### src/rtl/timerPkg.sv
package timerPkg;
  typedef enum logic [2:0] {
    SEL_A = 3'd0, SEL_B = 3'd1, SEL_C = 3'd2,
    SEL_D = 3'd3, SEL_E = 3'd4, SEL_F = 3'd5
  } regSel_e;

  typedef struct packed {
    logic loadA;
    logic loadB;
    logic loadE;
    logic cntClear;
    logic pwmSet;
    logic pwmClr;
  } strobes_t;
endpackage

### src/rtl/timerCtrl.sv
module timerCtrl #(
  parameter bit HAS_EF = 1'b1
) (
  input  logic                clk,
  input  logic                rstN,
  input  logic                matchA,
  input  logic                matchB,
  input  logic                matchE,
  input  logic                pwmMode,
  input  logic                bufEnA,
  input  logic                bufEnB,
  input  logic                bufEnE,
  input  logic                modeWrEn,
  input  logic [7:0]          modeWrData,
  output logic [7:0]          modeRdData,
  output timerPkg::strobes_t  strobes
);
  localparam logic [2:0] SEL_MASK = HAS_EF ? 3'b111 : 3'b011;

  logic [2:0] selReg;
  logic       clearEvt;

  always_ff @(posedge clk) begin
    if (!rstN)          selReg <= '0;
    else if (modeWrEn)  selReg <= modeWrData[2:0] & SEL_MASK;
  end

  // the counter clears on the edge where it matches A
  assign clearEvt = matchA;

  always_comb begin
    strobes.cntClear = clearEvt;
    strobes.pwmSet   = clearEvt;
    strobes.pwmClr   = matchB;
    strobes.loadA    = pwmMode && bufEnA && (selReg[0] ? clearEvt : matchA);
    strobes.loadB    = pwmMode && bufEnB && (selReg[1] ? clearEvt : matchB);
    strobes.loadE    = HAS_EF && pwmMode && bufEnE && (selReg[2] ? clearEvt : matchE);
  end

  assign modeRdData = {5'b0, selReg};
endmodule

### src/rtl/timerDatapath.sv
module timerDatapath #(
  parameter int unsigned CNT_W  = 16,
  parameter bit          HAS_EF = 1'b1
) (
  input  logic               clk,
  input  logic               rstN,
  input  logic               cntEnable,
  input  logic               regWrEn,
  input  logic [2:0]         regWrSel,
  input  logic [CNT_W-1:0]   regWrData,
  input  timerPkg::strobes_t strobes,
  output logic [CNT_W-1:0]   count,
  output logic               matchA,
  output logic               matchB,
  output logic               matchE,
  output logic               pwmOut,
  output logic [CNT_W-1:0]   actA,
  output logic [CNT_W-1:0]   actB,
  output logic [CNT_W-1:0]   actE
);
  import timerPkg::*;

  localparam logic [CNT_W-1:0] REG_INIT = '1;

  logic [CNT_W-1:0] bufC, bufD;
  logic             wrA, wrB, wrC, wrD;

  assign wrA = regWrEn && (regWrSel == SEL_A);
  assign wrB = regWrEn && (regWrSel == SEL_B);
  assign wrC = regWrEn && (regWrSel == SEL_C);
  assign wrD = regWrEn && (regWrSel == SEL_D);

  always_ff @(posedge clk) begin
    if (!rstN)                 count <= '0;
    else if (strobes.cntClear) count <= '0;
    else if (cntEnable)        count <= count + 1'b1;
  end

  always_ff @(posedge clk) begin
    if (!rstN) begin
      actA <= REG_INIT; actB <= REG_INIT;
      bufC <= REG_INIT; bufD <= REG_INIT;
    end else begin
      if (strobes.loadA) actA <= bufC;
      else if (wrA)      actA <= regWrData;
      if (strobes.loadB) actB <= bufD;
      else if (wrB)      actB <= regWrData;
      if (wrC) bufC <= regWrData;
      if (wrD) bufD <= regWrData;
    end
  end

  assign matchA = cntEnable && (count == actA);
  assign matchB = cntEnable && (count == actB);

  generate
    if (HAS_EF) begin : g_ef
      logic [CNT_W-1:0] regE, bufF;
      logic             wrE, wrF;
      assign wrE = regWrEn && (regWrSel == SEL_E);
      assign wrF = regWrEn && (regWrSel == SEL_F);
      always_ff @(posedge clk) begin
        if (!rstN) begin
          regE <= REG_INIT; bufF <= REG_INIT;
        end else begin
          if (strobes.loadE) regE <= bufF;
          else if (wrE)      regE <= regWrData;
          if (wrF) bufF <= regWrData;
        end
      end
      assign actE   = regE;
      assign matchE = cntEnable && (count == regE);
    end else begin : g_noEf
      assign actE   = '0;
      assign matchE = 1'b0;
    end
  endgenerate

  always_ff @(posedge clk) begin
    if (!rstN)               pwmOut <= 1'b0;
    else if (strobes.pwmSet) pwmOut <= 1'b1;
    else if (strobes.pwmClr) pwmOut <= 1'b0;
  end
endmodule

### src/rtl/bufPwmTimer.sv
module bufPwmTimer #(
  parameter int unsigned CNT_W  = 16,
  parameter bit          HAS_EF = 1'b1
) (
  input  logic             clk,
  input  logic             rstN,
  input  logic             cntEnable,
  input  logic             pwmMode,
  input  logic             bufEnA,
  input  logic             bufEnB,
  input  logic             bufEnE,
  input  logic             modeWrEn,
  input  logic [7:0]       modeWrData,
  output logic [7:0]       modeRdData,
  input  logic             regWrEn,
  input  logic [2:0]       regWrSel,
  input  logic [CNT_W-1:0] regWrData,
  output logic [CNT_W-1:0] count,
  output logic             matchA,
  output logic             matchB,
  output logic             matchE,
  output logic             pwmOut
);
  timerPkg::strobes_t strobes;
  logic [CNT_W-1:0]   actA, actB, actE;

  timerCtrl #(.HAS_EF(HAS_EF)) u_ctrl (
    .clk(clk), .rstN(rstN),
    .matchA(matchA), .matchB(matchB), .matchE(matchE),
    .pwmMode(pwmMode), .bufEnA(bufEnA), .bufEnB(bufEnB), .bufEnE(bufEnE),
    .modeWrEn(modeWrEn), .modeWrData(modeWrData),
    .modeRdData(modeRdData), .strobes(strobes)
  );

  timerDatapath #(.CNT_W(CNT_W), .HAS_EF(HAS_EF)) u_dp (
    .clk(clk), .rstN(rstN), .cntEnable(cntEnable),
    .regWrEn(regWrEn), .regWrSel(regWrSel), .regWrData(regWrData),
    .strobes(strobes), .count(count),
    .matchA(matchA), .matchB(matchB), .matchE(matchE),
    .pwmOut(pwmOut), .actA(actA), .actB(actB), .actE(actE)
  );
endmodule

### config.mk
export PLATFORM = sky130hd
export DESIGN_NAME = bufPwmTimer
export DESIGN_NICKNAME = d
export VERILOG_FILES = /design/src/rtl/timerPkg.sv /design/src/rtl/timerCtrl.sv /design/src/rtl/timerDatapath.sv /design/src/rtl/bufPwmTimer.sv
export SDC_FILE = /design/constraint.sdc
export NUM_CORES = 1
export LEC_CHECK = 0
export BUFFER_PORTS_ARGS = -buffer_cell sky130_fd_sc_hd__buf_4
export CORE_MARGIN = 4
export CORE_UTILIZATION = 46
export DETAILED_ROUTE_END_ITERATION = 8
export PLACE_DENSITY = 0.72
export SLEW_MARGIN = 30
export SYNTH_ARGS = -nofsm -noshare
export SYNTH_HDL_FRONTEND = slang
export SYNTH_SLANG_ARGS = --single-unit
### constraint.sdc
create_clock -name clk -period 5.5 [get_ports clk]
set_clock_uncertainty 0.1 [all_clocks]
set_input_delay 1.1 -clock clk [delete_from_list [all_inputs] [get_ports clk]]
set_output_delay 1.1 -clock clk [all_outputs]
set_load 0.02 [all_outputs]
==> flow_summary.toml <==
[pwr]
p_leak_nw = 2.797
irDropWorstVdd_mv = 0.1812
p_total_mw = 2.097
power_density_nw_per_um2 = 309.3

[logic_synthesis]
synth-compound-area-share_pct = 2.846
synth_adder_area_share_pct = 0.2172
synth_top_family_by_area = "simple AND/OR/NAND/NOR gates"
ys_ff_latch = 116
synth-simple-area-share_pct = 25.33
synth.area.top_cells = "dfxtp_1 40%, nand2_1 10%, mux2i_1 8.9%"
synth_mux_area_share_pct = 18.31
yosys.area.top_type = "dfxtp_1"
seq_area_frac_synth_pct = 40.32
async_flop_share_pct = 0
synth_ff_type = "dfxtp_1"
synth_xor_area_share_pct = 8.212
synth_top_area_share_pct = 40.32
syn_area_um2 = 5759
syn_inst = 655
avgSynthCellArea_um2 = 8.793
synth_edf_count = 0
synth_cell_types = 41
ys_warn_count = 0

[drt]
drtPass1Iterations = 5
drt_iter0_markers = 395
viasPerCell = 5.267
route.vias.total = 4577
drc_errors = 0
avgRoutedWirePerCell_um = 16.61
wirelength_um = 14430
ant_nets = 0

[die]
die_width_um = 119.9
num_io_pins = 64
die_area_um2 = 14370
core_area_um2 = 12110
die_h_um = 119.9
row_count = 40
initial_core_util_pct = 47.55

[setup_path]
cp_slowest_cell = "nor4_2"
critPathLaunchType = "input pin"
critical-path-top-delay-family = "simple AND/OR/NAND/NOR gates"
cp_max_fo = 9
worstSetupEndpointType = "output pin"
critPathMaxStageDelay_ps = 480
crit_top_cell = "buf_4"
worstPathArrival_ps = 2290
crit_path_cell_trace = "buf_4 > o2111ai_1 > nor4_2 > nand2_1 > inv_1 > buf_4"
critPathBufInv = 3
worstPathRequired_ps = 4300
criticalPathCategory = "in -> out"

[timing]
setup_ws_ps = 2006
setup_viol = 0
period_share_pct = 63.53
slew_headroom_pct = 44.67
finalSetupTns_ps = 0
worst_pin_slew_ps = 829.0
timing.fmax_mhz = 286.2
drv_slew = 0
rsz0062_at_grt = "false"
hold_viol_final = 0
period_needed_ps = 3494

[cells_and_area]
drive_gt1_share_pct = 21.11
diodes = 0
synthToLayoutAreaGrowth_pct = 17.71
utilization_pct = 55.97
nets = 725
fillers = 1092
layout_common_cells = "160 x nand2_1, 116 x dfxtp_1, 59 x buf_4"
final_common_cell = "nand2_1"
postLayoutCellArea_um2 = 6779

[run]
drv_cap = 0

[clocking]
clk_pin_slew_ps = 50
cts_sinks = 116
tritoncts = "yes"
cts_setup_buffers = 0
cts_max_path_buffers = 2
htreeDepth = 4
cts_resized = 0
clock_latency_ps = 420
ctsRootBufferMaster = "clkbuf_16"
cts_made_buffers = 17
hold_buffers = 0

[global_routing]
grt_pass1_wl_um = 23430
antenna_found_initial = 0
grt_usage_pct = 20.95
grt_pass1_vias = 4446
grt-ovfl-total = 0
grt_max_degree = 88

[place]
placement.setup.worst_slack_ps = 2020
dpl_cell_area_um2 = 6201
io_buffers = 53
globalplace.congestion = 0.9090
post-dp-hpwl_um = 9725

[min_path]
worstHoldPathType = "reg -> reg"

[outcome]
outcome = "finished, final reports clean"
-- worst register-to-register path: stages, from the launching register on --
cell and delay (ps):
dfxtp_1 620, xnor2_1 180, nand3_1 140, nor4_2 430, nand4_2 710, mux2i_1 430
nand2_1 80
-- cell type report --
cell class	instances	area (µm²)	area share (%)
Multi-Input combinational cell	485	3192	47.08
Sequential cell	116	2322	34.26
Clock buffer	21	470.5	6.940
Timing Repair Buffer	59	442.9	6.534
Tap cell	168	210.2	3.101
Clock inverter	11	107.6	1.587
Inverter	9	33.78	0.4983
-- sequential cells by signal, summed over array words and instances (netlist names) --
signal	count
u_dp.actA	16
u_dp.actB	16
u_dp.actE	16
u_dp.bufC	16
u_dp.bufD	16
u_dp.count	16
u_dp.g_ef.bufF	16
u_ctrl.selReg	3
u_dp.pwmOut	1
-- where the power goes --
| part | internal, mW | leakage, nW | switching, mW |
|---|---|---|---|
| combinational | 0.0596 | 1.56 | 0.0791 |
| clock | 0.694 | 0.292 | 0.379 |
| sequential | 0.865 | 0.945 | 0.0196 |
-- layer usage --
layer  wire [µm]  GRT usage (%)
met4         240          7.516
met1        6671          28.23
met5           0              0
met3         824          5.278
met2        6697          32.56
-- path summary, 6_finish.rpt --
check	from	end	slack, ps	cells after the start
setup / recovery	cntEnable	matchA	2010	6
hold / removal	u_dp.bufD[1]	u_dp.bufD[1]	360	2
hold reg to reg	u_dp.bufD[1]	u_dp.bufD[1]	360	2
setup reg to reg	u_dp.count[7]	u_dp.actA[9]	2680	6
-- cell families (layout without fill, tap and decap cells) --
kind of cell / after synthesis / count (layout)
AO/OA/AOI/OAI: 16 / 16
XOR/XNOR: 54 / 54
adder cells (fa/ha/maj): 1 / 1
buffers and inverters: 58 / 100
flip-flops: 116 / 116
multiplexers: 96 / 96
other: 1 / 5
AND/OR/NAND/NOR: 313 / 313
-- metrics by stage --
stage | instances | hold WS (ps)
CTS | 869 | 359.4
detailed placement | 837 | 345.4
global placement | 837 | 340.7
finish | 869 | 355.3
floorplan | 659 | 331.6
global route | 869 | 382.1
-- cell usage after synthesis, types with 2 or more instances --
| library cell | number |
|---|---|
| or2_2 | 2 |
| nand2b_1 | 36 |
| nor3_2 | 2 |
| xnor2_1 | 24 |
| inv_1 | 8 |
| dfxtp_1 | 116 |
| mux2_4 | 10 |
| nor3_1 | 5 |
| clkbuf_1 | 26 |
| nand4_1 | 7 |
| nor4_2 | 2 |
| buf_1 | 3 |
| buf_6 | 2 |
| mux2i_1 | 51 |
| nor2_1 | 25 |
| nor2b_1 | 5 |
| buf_4 | 6 |
| nand2_1 | 160 |
| nor4_1 | 5 |
| nand3_1 | 57 |
| xor2_1 | 30 |
| buf_2 | 12 |
| o21ai_0 | 4 |
| o41ai_4 | 2 |
| mux2_2 | 34 |
| o22ai_1 | 2 |
| and3_1 | 5 |
No activity file was read; power rests on OpenSTA's default activity.
